$ cat config.mk
export PLATFORM = sky130hd
export DESIGN_NAME = cfg_wp_regfile
export DESIGN_NICKNAME = d
export VERILOG_FILES = /design/src/rtl/wp_pkg.sv /design/src/rtl/wp_decode.sv /design/src/rtl/wp_cfg_bank.sv /design/src/rtl/wp_guard.sv /design/src/rtl/cfg_wp_regfile.sv
export SDC_FILE = /design/constraint.sdc
export NUM_CORES = 1
export LEC_CHECK = 0
export BUFFER_PORTS_ARGS = -buffer_cell sky130_fd_sc_hd__buf_2
export CAP_MARGIN = 20
export CORE_ASPECT_RATIO = 1.5
export CORE_UTILIZATION = 47
export DETAILED_ROUTE_END_ITERATION = 16
export GPL_TIMING_DRIVEN = 0
export PLACE_DENSITY = 0.76
export SYNTH_ARGS = -nofsm -noshare
export SYNTH_HDL_FRONTEND = slang
export SYNTH_SLANG_ARGS = --single-unit
$ cat constraint.sdc
create_clock -name clk -period 1.6 [get_ports clk]
set_input_delay 0 -clock clk [delete_from_list [all_inputs] [get_ports clk]]
set_output_delay 0 -clock clk [all_outputs]
set_load 0.01 [all_outputs]
$ cat src/rtl/wp_pkg.sv
package wp_pkg;
  localparam int STAT_FLAG_BIT = 0;
  localparam int STAT_SRC_LSB  = 8;
  localparam int STAT_SRC_W    = 8;
  localparam int STAT_W        = STAT_SRC_LSB + STAT_SRC_W;

  // Status word: flag in bit 0, source offset in the upper byte.
  function automatic logic [STAT_W-1:0] pack_status(input logic flag,
                                                    input logic [STAT_SRC_W-1:0] src);
    logic [STAT_W-1:0] w;
    w = '0;
    w[STAT_FLAG_BIT] = flag;
    w[STAT_SRC_LSB +: STAT_SRC_W] = src;
    return w;
  endfunction

  // Next value of the sticky flag; a new violation wins over a clearing read.
  function automatic logic next_flag(input logic cur, input logic viol, input logic clr);
    return viol | (cur & ~clr);
  endfunction
endpackage

$ cat src/rtl/wp_decode.sv
module wp_decode #(
  parameter int ADDR_W    = 8,
  parameter int NPROT     = 8,
  parameter int GUARD_OFS = 8,
  parameter int STAT_OFS  = 9
) (
  input  logic [ADDR_W-1:0] addr,
  output logic [NPROT-1:0]  prot_sel,
  output logic              guard_hit,
  output logic              stat_hit
);
  for (genvar k = 0; k < NPROT; k++) begin : g_sel
    assign prot_sel[k] = (addr == ADDR_W'(k));
  end
  assign guard_hit = (addr == ADDR_W'(GUARD_OFS));
  assign stat_hit  = (addr == ADDR_W'(STAT_OFS));
endmodule

$ cat src/rtl/wp_cfg_bank.sv
module wp_cfg_bank #(
  parameter int DATA_W = 32,
  parameter int NPROT  = 8
) (
  input  logic                    clk,
  input  logic                    rst_n,
  input  logic [NPROT-1:0]        we,
  input  logic [DATA_W-1:0]       wdata,
  output logic [NPROT*DATA_W-1:0] q
);
  for (genvar k = 0; k < NPROT; k++) begin : g_word
    logic [DATA_W-1:0] word_q;
    always_ff @(posedge clk or negedge rst_n) begin
      if (!rst_n)     word_q <= '0;
      else if (we[k]) word_q <= wdata;
    end
    assign q[k*DATA_W +: DATA_W] = word_q;
  end
endmodule

$ cat src/rtl/wp_guard.sv
module wp_guard #(
  parameter int ADDR_W = 8,
  parameter int SRC_W  = 8
) (
  input  logic              clk,
  input  logic              rst_n,
  input  logic              en_we,
  input  logic              en_d,
  input  logic              viol,
  input  logic [ADDR_W-1:0] viol_ofs,
  input  logic              stat_rd,
  output logic              en_q,
  output logic              flag_q,
  output logic [SRC_W-1:0]  src_q
);
  import wp_pkg::*;

  always_ff @(posedge clk or negedge rst_n) begin
    if (!rst_n)     en_q <= 1'b0;
    else if (en_we) en_q <= en_d;
  end

  always_ff @(posedge clk or negedge rst_n) begin
    if (!rst_n) flag_q <= 1'b0;
    else        flag_q <= next_flag(flag_q, viol, stat_rd);
  end

  always_ff @(posedge clk or negedge rst_n) begin
    if (!rst_n)    src_q <= '0;
    else if (viol) src_q <= SRC_W'(viol_ofs);
  end
endmodule

$ cat src/rtl/cfg_wp_regfile.sv
module cfg_wp_regfile #(
  parameter int DATA_W    = 32,
  parameter int ADDR_W    = 8,
  parameter int NPROT     = 8,
  parameter int GUARD_OFS = 8,
  parameter int STAT_OFS  = 9
) (
  input  logic                    clk,
  input  logic                    rst_n,
  input  logic                    wr_en,
  input  logic [ADDR_W-1:0]       wr_addr,
  input  logic [DATA_W-1:0]       wr_data,
  input  logic                    rd_en,
  input  logic [ADDR_W-1:0]       rd_addr,
  output logic [DATA_W-1:0]       rd_data,
  output logic [NPROT*DATA_W-1:0] cfg_q
);
  import wp_pkg::*;
  localparam int SRC_W = STAT_SRC_W;

  logic [NPROT-1:0] wsel, rsel;
  logic             w_guard, w_stat, r_guard, r_stat;

  // Named internal events, observed by the checker
  logic             prot_hit;
  logic             viol_evt;
  logic             stat_rd;
  logic             guard_we;
  logic [NPROT-1:0] bank_we;
  logic             guard_en, flag;
  logic [SRC_W-1:0] src;

  wp_decode #(.ADDR_W(ADDR_W), .NPROT(NPROT), .GUARD_OFS(GUARD_OFS), .STAT_OFS(STAT_OFS))
    u_wdec (.addr(wr_addr), .prot_sel(wsel), .guard_hit(w_guard), .stat_hit(w_stat));

  wp_decode #(.ADDR_W(ADDR_W), .NPROT(NPROT), .GUARD_OFS(GUARD_OFS), .STAT_OFS(STAT_OFS))
    u_rdec (.addr(rd_addr), .prot_sel(rsel), .guard_hit(r_guard), .stat_hit(r_stat));

  assign prot_hit = wr_en & (|wsel);
  assign viol_evt = prot_hit & guard_en;
  assign bank_we  = wsel & {NPROT{wr_en & ~guard_en}};
  assign guard_we = wr_en & w_guard;
  assign stat_rd  = rd_en & r_stat;

  wp_cfg_bank #(.DATA_W(DATA_W), .NPROT(NPROT))
    u_bank (.clk(clk), .rst_n(rst_n), .we(bank_we), .wdata(wr_data), .q(cfg_q));

  wp_guard #(.ADDR_W(ADDR_W), .SRC_W(SRC_W))
    u_guard (.clk(clk), .rst_n(rst_n), .en_we(guard_we), .en_d(wr_data[0]),
             .viol(viol_evt), .viol_ofs(wr_addr), .stat_rd(stat_rd),
             .en_q(guard_en), .flag_q(flag), .src_q(src));

  // Status writes (w_stat) are deliberately ignored: the word is read-only.
  logic unused_w_stat;
  assign unused_w_stat = w_stat;

  always_comb begin
    rd_data = '0;
    if (rd_en) begin
      for (int k = 0; k < NPROT; k++)
        if (rsel[k]) rd_data = cfg_q[k*DATA_W +: DATA_W];
      if (r_guard) rd_data = DATA_W'(guard_en);
      if (r_stat)  rd_data = DATA_W'(pack_status(flag, src));
    end
  end
endmodule

==> metrics.cfg <==
[timing]
clock-skew-final_ns = 0.01307
relSlewSlack = 0.4996
rsz0062_at_grt = true
slew_violations = 0
tightest_slew_ns = 0.7479
finalCriticalPeriod_ns = 2.147
final_min_period_over_clock_period = 1.342
final-hold-violation-count = 0
setup_slack_ns = -0.5472
setup_viol = 289
fmax_mhz = 465.7

[synthesis]
ys_seq_elements = 266
synth.distinct_cells = 50
synth-edff-count = 0
avgSynthCellArea_sq_um = 14.63
dominantRegCellSynth = dfrtp_1
ys_top_cells_by_count = 281 x mux2_2, 266 x dfrtp_1, 34 x mux2i_1
syn_inst = 843
yosysTopAreaCellShare = 0.5397
syn_nets = 895
yosys.area.top_type = dfrtp_1
ys_seq_area_frac = 0.5397
synth_area_leaders = dfrtp_1 54%, mux2_2 26%, mux4_2 5.3%, mux2i_1 2.8%, a22oi_1 1.7%
syn_area_sq_um = 12330
postSynth.asyncResetShare = 1.000
yosysWarnings = 0
yosysMostFrequentCell = mux2_2

[global_routing]
antenna_found_initial = 0
grt_usage = 0.3396
grt_pass1_vias = 10570
grt_pass1_wl_mm = 67.39
grt_max_degree = 117
grt_overflow_total = 0

[die]
ioPinCount = 340
core-area_sq_um = 25760
die_width_um = 134.3
rows = 72
die_h_um = 200.4
start_util = 0.4787
dieArea_sq_um = 26910

[clocking]
insertion_delay_ns = 0.53
tritoncts = done
cts_buffers = 26
clockRootBuffer = clkbuf_16
clock_path_buffers = 3
h-tree-depth = 1
clk_pin_slew_ns = 0.06
cts.sinks = 266

[setup_path]
cp_top_family = multiplexers
slowest_delay_ns = 0.51
r2r_setup_slack_ns = -0.33
crit_slowest_cell = mux4_2
rr_startpoint = u_guard.en_q$_DFFE_PN0P_
cp-start-kind = flop
rr_worst_depth = 8
crit_type = flop to primary output
critical_path_arrival_ns = 2.15
crit_required_ns = 1.60
worst-path-buf-inv = 1
reg2reg_to = u_bank.g_word[5].word_q[18]$_DFFE_PN0P_
crit_chain = mux4_2, or3_1, a32o_2, buf_6
critPathMaxFanout = 3
cp-end-kind = primary output
startpoint = u_bank.g_word[7].word_q[9]$_DFFE_PN0P_

[power]
switching_share = 0.2463
powerDensity_nw_per_um2 = 872.4
power.static_leakage_nw = 9.653
peakVddDrop_mv = 0.9353
seq_power_share = 0.459
power_frac_comb = 0.124
clockPowerShare = 0.417
finalPower_w = 0.01586
p_int_w = 0.01195
p_switching_w = 0.003906

[placement]
dp_cells = 1518
dp_hpwl_mm = 28.33
gp_congestion = 0.8752
port_buffers = 339

[final_layout]
layout.cells.non_filler = 1709
area_growth_pct = 47.37
fillCellCount = 1760
diodes = 0
seqCellArea_sq_um = 6656
utilization = 0.7055
layout-drive-gt1-share = 0.6708
multi_input_area_sq_um = 5884
nets = 1410

[min_path]
holdCritPathClass = primary input to flop
hold_end = u_guard.src_q[5]$_DFFE_PN0P_
min_from = wr_addr[6]
min_path_cells = 4

[route]
drt-initial-drc-count = 619
ant_nets = 0
viasPerCell = 5.930
routed_wl_mm = 45.98
num_vias = 10140
drc = 0
first_pass_iters = 5
detail_route.wl_per_cell_um = 26.90

[run_status]
violations = setup timing
status = complete, but fails checks

[job]
timing.max_cap.violations = 0

## worst register-to-register path: stages (launching register included)
cell	delay (ns)
dfrtp_1	0.43
nor2_1	0.13
nor4b_4	0.21
buf_6	0.15
and3_4	0.19
clkbuf_16	0.17
buf_12	0.12
buf_12	0.12
mux2_4	0.30
## routing by layer
layer,GRT usage,wire [um],vias up
met5,0,0,-
met4,0.1649,2710,0
met3,0.06606,3135,157
met2,0.6046,23880,518
met1,0.3852,16250,5257
li1,-,-,4203
## per-stage QoR
step / setup TNS (ns) / hold slack [ns] / cell area (sq um) / worst slack (ns)
final: -53.14 / 0.004335 / 18180 / -0.5472
after global placement: -1254.31 / 0.3067 / 14500 / -4.258
after CTS: -57.74 / -0.02339 / 17910 / -0.5781
after detailed placement: -142.62 / -0.09179 / 14580 / -1.173
after global routing: -62.14 / 0.008793 / 18180 / -0.6109
after floorplan: -10.58 / -0.2956 / 12390 / -0.1656
## power by group through the flow
stage / clock network [W] / logic [W] / registers [W]
floorplan: 0 / 0.000613 / 0.00751
global placement: 0 / 0.00156 / 0.00738
detailed placement: 0 / 0.00162 / 0.00740
CTS: 0.00668 / 0.00186 / 0.00726
global route: 0.00697 / 0.00208 / 0.00731
finish: 0.00661 / 0.00196 / 0.00728
## area by class of cell
type / count / area share
clock inverter: 8 / 0.007709
clock buffer: 38 / 0.04275
sequential: 266 / 0.3662
inverter: 3 / 0.0006195
timing repair buffer: 490 / 0.1964
buffer: 54 / 0.03972
multi-input combinational: 517 / 0.3237
tap: 333 / 0.02292
## state kept, by name, summed over array words and instances, names as in the netlist
| register | flops |
|---|---|
| u_guard.flag_q | 1 |
| u_guard.src_q | 8 |
| u_bank.g_word.word_q | 256 |
| u_guard.en_q | 1 |
## how the worst max path moves through the flow
stage | endpoint | slack, ns | cells after the start
2_1_floorplan | u_bank.g_word[5].word_q[10]$_DFFE_PN0P_ | -0.17 | 6
3_3_place_gp | u_bank.g_word[6].word_q[27]$_DFFE_PN0P_ | -4.26 | 1
3_5_place_dp | rd_data[18] | -1.17 | 8
4_1_cts | rd_data[9] | -0.58 | 4
5_1_grt | rd_data[9] | -0.61 | 4
6_report | rd_data[9] | -0.55 | 4
## placed cells by master (no fill, tap or decap), types with 4 or more instances in the layout
master	n
a21oi_1	5
a22oi_1	4
a22oi_2	24
buf_12	38
buf_16	16
buf_2	338
buf_4	74
buf_6	14
buf_8	6
bufinv_16	4
clkbuf_1	6
clkbuf_16	31
clkbuf_2	4
clkbuf_4	8
clkbuf_8	6
clkinv_2	4
dfrtp_1	266
dlygate4sd3_1	40
mux2_2	242
mux2_4	41
mux2i_1	34
mux4_2	29
nand2_1	5
nand2_8	6
nand2b_1	5
nand3b_1	8
nor2b_1	10
nor3b_1	4
nor4_1	4
o21ai_0	9
o21ai_1	7
o22ai_1	18
o2bb2ai_1	4
## timing repair
action                                  in CTS  in global routing
endpoints found under the hold margin      532                  0
endpoints found under the setup margin     279                288
cloned                                      22                  1
resized for setup                          218                 72
pin swaps                                   24                 28
buffers inserted                            67                 27
hold buffers                                40                  0
## cell families (layout without fill, tap and decap cells)
family,Yosys count,count (layout),synth area share
mux,346,346,0.3389
flops,266,266,0.5397
compound gates,97,97,0.05285
simple gates,74,74,0.04038
buf+inv,60,593,0.02820
Power figures use the tool's default switching activity.
